`config.mk`:
```
export PLATFORM = sky130hd
export DESIGN_NAME = addr_err_capture
export DESIGN_NICKNAME = d
export VERILOG_FILES = /design/src/rtl/addr_err_pkg.sv /design/src/rtl/aec_bound_chk.sv /design/src/rtl/aec_clr_decode.sv /design/src/rtl/aec_capture.sv /design/src/rtl/addr_err_capture.sv
export SDC_FILE = /design/constraint.sdc
export NUM_CORES = 1
export LEC_CHECK = 0
export BUFFER_PORTS_ARGS = -buffer_cell sky130_fd_sc_hd__clkbuf_2
export CORE_ASPECT_RATIO = 1.1
export CORE_MARGIN = 2
export CORE_UTILIZATION = 45
export CTS_CLUSTER_SIZE = 25
export DETAILED_ROUTE_END_ITERATION = 10
export GPL_TIMING_DRIVEN = 0
export PLACE_DENSITY_LB_ADDON = 0.08
export REMOVE_ABC_BUFFERS = 1
export SLEW_MARGIN = 15
export SYNTH_ARGS = -nofsm -noshare
export SYNTH_HDL_FRONTEND = slang
export SYNTH_SLANG_ARGS = --single-unit
```
`constraint.sdc`:
```
create_clock -name clk_i -period 5.34 [get_ports clk_i]
set_clock_uncertainty 0.1 [all_clocks]
set_input_delay 1.602 -clock clk_i [delete_from_list [all_inputs] [get_ports clk_i]]
set_output_delay 1.602 -clock clk_i [all_outputs]
set_load 0.005 [all_outputs]
```
`src/rtl/addr_err_pkg.sv`:
```
package addr_err_pkg;
  localparam int unsigned REG_W     = 32;
  localparam int unsigned VALID_BIT = 0;
endpackage

```
`src/rtl/aec_bound_chk.sv`:
```
module aec_bound_chk #(
  parameter int unsigned AW = 32
) (
  input  logic          cmd_valid_i,
  input  logic [AW-1:0] addr_i,
  input  logic [AW-1:0] size_i,
  output logic          hit_o
);
  // region spans [0, size); size itself is outside
  assign hit_o = cmd_valid_i && (addr_i >= size_i);
endmodule

```
`src/rtl/aec_clr_decode.sv`:
```
module aec_clr_decode
  import addr_err_pkg::*;
(
  input  logic             reg_wr_i,
  input  logic [REG_W-1:0] reg_wdata_i,
  output logic             clr_o
);
  logic [REG_W-1:0] unused_wdata;
  assign unused_wdata = reg_wdata_i;
  // only a zero written to the valid bit re-arms
  assign clr_o = reg_wr_i && !reg_wdata_i[VALID_BIT];
endmodule

```
`src/rtl/aec_capture.sv`:
```
module aec_capture #(
  parameter int unsigned AW = 32,
  parameter int unsigned PW = 3
) (
  input  logic          clk_i,
  input  logic          rst_ni,
  input  logic          hit_i,
  input  logic          clr_i,
  input  logic [AW-1:0] addr_i,
  input  logic          write_i,
  input  logic [PW-1:0] port_i,
  output logic          valid_o,
  output logic [AW-1:0] addr_o,
  output logic          write_o,
  output logic [PW-1:0] port_o
);
  logic valid_q;
  logic take;

  // armed when empty, or when software clears in this very cycle
  assign take = hit_i && (!valid_q || clr_i);

  always_ff @(posedge clk_i or negedge rst_ni) begin
    if (!rst_ni) begin
      valid_q <= 1'b0;
      addr_o  <= '0;
      write_o <= 1'b0;
      port_o  <= '0;
    end else begin
      if (take) begin
        valid_q <= 1'b1;
        addr_o  <= addr_i;
        write_o <= write_i;
        port_o  <= port_i;
      end else if (clr_i) begin
        valid_q <= 1'b0;
      end
    end
  end

  assign valid_o = valid_q;


  capture_load_chk: assert property (@(posedge clk_i) disable iff (!rst_ni)
    hit_i && !valid_o |=> valid_o && addr_o == $past(addr_i) && port_o == $past(port_i));

  sticky_hold_chk: assert property (@(posedge clk_i) disable iff (!rst_ni)
    valid_o && !clr_i |=> valid_o && $stable(addr_o) && $stable(write_o) && $stable(port_o));

  clear_drop_chk: assert property (@(posedge clk_i) disable iff (!rst_ni)
    clr_i && !hit_i |=> !valid_o);

  clear_race_chk: assert property (@(posedge clk_i) disable iff (!rst_ni)
    clr_i && hit_i |=> valid_o && addr_o == $past(addr_i));

  field_keep_chk: assert property (@(posedge clk_i) disable iff (!rst_ni)
    !hit_i |=> $stable(addr_o) && $stable(port_o));
endmodule

```
`src/rtl/addr_err_capture.sv`:
```
module addr_err_capture
  import addr_err_pkg::*;
#(
  parameter int unsigned AW = 32,
  parameter int unsigned PW = 3
) (
  input  logic             clk_i,
  input  logic             rst_ni,
  input  logic             cmd_valid_i,
  input  logic [AW-1:0]    cmd_addr_i,
  input  logic             cmd_write_i,
  input  logic [PW-1:0]    cmd_port_i,
  input  logic [AW-1:0]    region_size_i,
  input  logic             reg_wr_i,
  input  logic [REG_W-1:0] reg_wdata_i,
  output logic             err_valid_o,
  output logic [AW-1:0]    err_addr_o,
  output logic             err_write_o,
  output logic [PW-1:0]    err_port_o,
  output logic [REG_W-1:0] status_o,
  output logic             irq_o
);
  logic hit, clr;

  aec_bound_chk #(.AW(AW)) u_bound (
    .cmd_valid_i(cmd_valid_i),
    .addr_i     (cmd_addr_i),
    .size_i     (region_size_i),
    .hit_o      (hit)
  );

  aec_clr_decode u_clr (
    .reg_wr_i   (reg_wr_i),
    .reg_wdata_i(reg_wdata_i),
    .clr_o      (clr)
  );

  aec_capture #(.AW(AW), .PW(PW)) u_cap (
    .clk_i  (clk_i),
    .rst_ni (rst_ni),
    .hit_i  (hit),
    .clr_i  (clr),
    .addr_i (cmd_addr_i),
    .write_i(cmd_write_i),
    .port_i (cmd_port_i),
    .valid_o(err_valid_o),
    .addr_o (err_addr_o),
    .write_o(err_write_o),
    .port_o (err_port_o)
  );

  always_comb begin
    status_o            = '0;
    status_o[VALID_BIT] = err_valid_o;
  end

  assign irq_o = err_valid_o;


  in_range_quiet_chk: assert property (@(posedge clk_i) disable iff (!rst_ni)
    !err_valid_o && !(cmd_valid_i && cmd_addr_i >= region_size_i) |=> !err_valid_o);

  idle_quiet_chk: assert property (@(posedge clk_i) disable iff (!rst_ni)
    !cmd_valid_i && !err_valid_o |=> !err_valid_o);

  set_one_noop_chk: assert property (@(posedge clk_i) disable iff (!rst_ni)
    err_valid_o && reg_wr_i && reg_wdata_i[VALID_BIT] |=> err_valid_o);
endmodule

```
-- Yosys cells after proc, flatten, opt, wreduce, memory -nomap -nowiden
Cells that the tools add are included.
Widths: inputs -> output; s select.
- input bits: 104
- flip-flop bits (word level): 37
- order comparisons: 1
- reduce and logical (&&, ||, !) cells: 7
- mux-type cells: 2
- operators with widths (operator ; count):
    $ge 32x32->1 ; 1
    $logic_and 1x1->1 ; 3
    $logic_not 1->1 ; 2
    $mux 1 ; 2
    $reduce_bool 2->1 ; 1
    $logic_or 1x1->1 ; 1

-- Longest topological paths before layout
- depth after elaboration: 5
- mapped depth: 9
- mapped depth without buffers: 8

-- Cells and area by module
Synthesis repeated with hierarchy kept, for this count alone.
- cell total of the unflattened synthesis: 224
- area total of the unflattened synthesis: 2622.5 um2
- modules (own cells, without submodules) (module ; area each (um2) ; instances ; cells each):
    aec_capture ; 1536.5 ; 1 ; 79
    aec_bound_chk ; 820.8 ; 1 ; 110
    addr_err_capture ; 251.5 ; 1 ; 34
    aec_clr_decode ; 13.8 ; 1 ; 1

-- Least setup slack after synthesis
Ideal clock, no wire load.
- kind: input port to flip-flop
- start: in cmd_addr_i[0]
- end: reg u_cap.addr_o[0]
- data arrival time: 3743 ps
- stages: 9
- buffers on the path: 1
- setup slack: 1373 ps
- required time: 5115 ps
- cell sequence: inv_1 > ha_1 > nand2b_1 > a2111oi_2 > o31ai_1 > a2111o_1 > a21oi_4 > buf_6 > mux2_2
- word-level cells in the longest chain between the ends: 3
- RTL lines (item ; line ; RTL):
    start: declaration ; addr_err_capture.sv:10 ; input logic [AW-1:0] cmd_addr_i,
    $ge 32x32->1 ; aec_bound_chk.sv:10 ; assign hit_o = cmd_valid_i && (addr_i >= size_i);
    $logic_and 1x1->1 ; aec_bound_chk.sv:10 ;
    $logic_and 1x1->1 ; aec_capture.sv:21 ; assign take = hit_i && (!valid_q || clr_i);
    end signal: assignment ; aec_capture.sv:32 ; addr_o <= addr_i;
    end: declaration ; aec_capture.sv:13 ; output logic [AW-1:0] addr_o,
Several ways; a longest one is shown, not always the timed one.
A chain may end at the register's enable or synchronous reset.

-- Worst setup path in the final report
- start: in cmd_addr_i[0]
- end: reg u_cap.addr_o[10]
- word-level cells in the longest chain between the ends: 3
- RTL lines (item ; line):
    $ge 32x32->1 ; aec_bound_chk.sv:10
    $logic_and 1x1->1 ; aec_bound_chk.sv:10
    $logic_and 1x1->1 ; aec_capture.sv:21
Every way passes these cells.

==> flow_summary.yaml <==
logic_synthesis:
  synth_top_area_share_pct: 37.8
  yosys_warnings: 0
  ys_types: 29
  synth_common_cells: "dfrtp_1, mux2_2, buf_4"
  ys_seq_area_share_pct: 37.8
  synth_ff_type: "dfrtp_1"
  synth.most_common_cell: "dfrtp_1"
  synth_seq_cells: 37
  synthTopCellsByArea: "dfrtp_1, ha_1, mux2_2"
  syn_area_per_cell_um2: 11.0
  synthCells: 222
  syn_area_um2: 2450
  async_flop_share_pct: 100
  synth_edf_count: 0
  yosysTopAreaCell: "dfrtp_1"
clock_network:
  cts_hold_buf: 0
  cts.sinks: 37
  cts_tree: "yes"
  cts_repair_resize_count: 0
  clock_latency_ps: 290
  cts_max_level: 2
  path_clk_slew_ps: 70
  cts_setup_buffers: 0
  clockBufferDepth: 2
  numCtsBuffers: 5
  cts-root-buf: "clkbuf_8"
critical_path:
  cp_slowest_cell: "a21oi_4"
  worst_ep_required_time_ps: 5410
  path_cells: "clkbuf_2, inv_1, ha_1, nand2b_1, a2111oi_2, o31ai_1, a2111o_1, a21oi_4, buf_16, mux2_2"
  worstPathArrival_ps: 4310
  critPathKind: "input port to register"
  cp-start-kind: "input port"
  crit_cells: 10
  critPathTopFamily: "compound AO/OA/AOI/OAI gates"
  r2r_cells: 6
  max_stage_delay_ps: 600
  end_kind: "register"
  worst-path-buf-inv: 3
  crit_path_max_fanout: 19
die:
  die_h_um: 81.4
  start_util_pct: 46.0
  core-area_um2: 5330
  die_area_um2: 6050
  ios: 174
  num_rows: 28
  die_width_um: 74.3
timing:
  setup_slack_ps: 1110
  hold_ws_ps: 399
  max_freq_mhz: 236
  fin_crit_sh_pct: 79.3
  layout_min_cycle_time_ps: 4230
  worst_slew_pin_slew_ps: 973
  slew_violations: 0
  rsz0062_at_grt: "false"
  setup_viol: 0
  max_slew_margin_pct: 35.2
  hold_viol_final: 0
  fin_setup_tns_ps: 0
status:
  status: "complete, no violations"
final_layout:
  drive_gt1_share_pct: 46.7
  multiInputGateArea_um2: 1230
  utilization_pct: 57.7
  instances_no_fill: 411
  final_nets: 471
  area_delta_synth_final_pct: 25.4
  antenna_cells: 0
  final_area_um2: 3070
  ff_latch_area_um2: 926
  fillers: 514
detailed_routing:
  routed_wl_um: 4700
  wire_per_inst_um: 11.4
  via_per_inst: 4.45
  first_pass_iters: 4
  drc: 0
  drt.antenna.violating_nets: 0
  vias: 1827
  first_iter_violations: 29
place:
  preCtsSetupSlack_ps: 747
  dpl.hpwl_um: 3770
  dpl.cell_count: 403
  gp_congestion: 0.753
  io_buffers: 111
  post_dp_cell_area_um2: 2960
grt:
  grt_usage_pct: 15.4
  grt_pass1_wl_um: 7180
  antenna_found_initial: 0
  first_global_vias: 1690
  overflow: 0
  grt_max_degree: 38
pwr:
  p_per_area_nw_per_um2: 329
  power_switching_mw: 0.292
  p_int_mw: 0.718
  swShare_pct: 29.0
  power_frac_seq_pct: 42.7
  p_leak_nw: 1.75
  finalPower_mw: 1.01
  ir_drop_mv: 0.197
  combPwrFrac_pct: 32.7
  clkPwrFrac_pct: 24.6
run:
  drv_cap: 0
worst_hold_path:
  hold_depth: 1
  hold_class: "register to register"
==> power groups by stage <==
| stage | registers (mW) | logic, mW | clock network (mW) |
|---|---|---|---|
| detailed placement | 0.438 | 0.337 | 0 |
| CTS | 0.433 | 0.338 | 0.258 |
| finish | 0.431 | 0.331 | 0.248 |
| global placement | 0.435 | 0.330 | 0 |
| global route | 0.445 | 0.372 | 0.270 |
| floorplan | 0.446 | 0.152 | 0 |
==> placed cells by master, fill, tap and decap left out, types with 4 or more instances in the layout <==
cell / synthesis / layout
clkbuf_8: 0 / 5
nand3_1: 4 / 4
inv_1: 32 / 32
nand2_1: 6 / 6
mux2_2: 35 / 35
dfrtp_1: 37 / 37
nand4_1: 5 / 5
a21oi_1: 8 / 8
clkbuf_2: 0 / 111
ha_1: 32 / 32
conb_1: 1 / 31
==> area by class of cell <==
class	count	area share [%]
multi-input combinational	147	40.2
sequential	37	30.1
timing repair buffer	112	19.0
inverter	32	3.91
tap	75	3.05
clock buffer	5	2.24
clock inverter	3	1.51
==> sequential cells by signal (all words and copies together) (netlist names) <==
name and flops:
u_cap.addr_o 32, u_cap.port_o 3, u_cap.valid_o 1, u_cap.write_o 1
==> cells by family after synthesis <==
| group | Yosys count | synth area share [%] |
|---|---|---|
| other | 1 | 0.153 |
| buffers and inverters | 68 | 16.4 |
| DFF | 37 | 37.8 |
| AOI/OAI and AO/OA | 25 | 7.92 |
| muxes | 36 | 16.6 |
| and+or+nand+nor | 23 | 4.80 |
| adders and majority gates | 32 | 16.4 |
==> layer usage <==
metal / track usage [%] / wire (um) / up-vias
li1: - / - / 925
met1: 18.1 / 1990 / 823
met2: 27.2 / 2300 / 73
met3: 4.22 / 363 / 6
met4: 4.82 / 48 / 0
met5: 0 / 0 / -
==> path summary, 6_finish.rpt <==
check	from	to	slack [ps]
max in group asynchronous	rst_ni	u_cap.addr_o[10]	3180
max reg2reg	u_cap.valid_o	u_cap.addr_o[10]	3220
min in group asynchronous	rst_ni	u_cap.addr_o[5]	1350
max	cmd_addr_i[0]	u_cap.addr_o[10]	1110
min reg2reg	u_cap.addr_o[15]	u_cap.addr_o[15]	400
min	u_cap.addr_o[15]	u_cap.addr_o[15]	400
(Power assumes the default switching activity.)
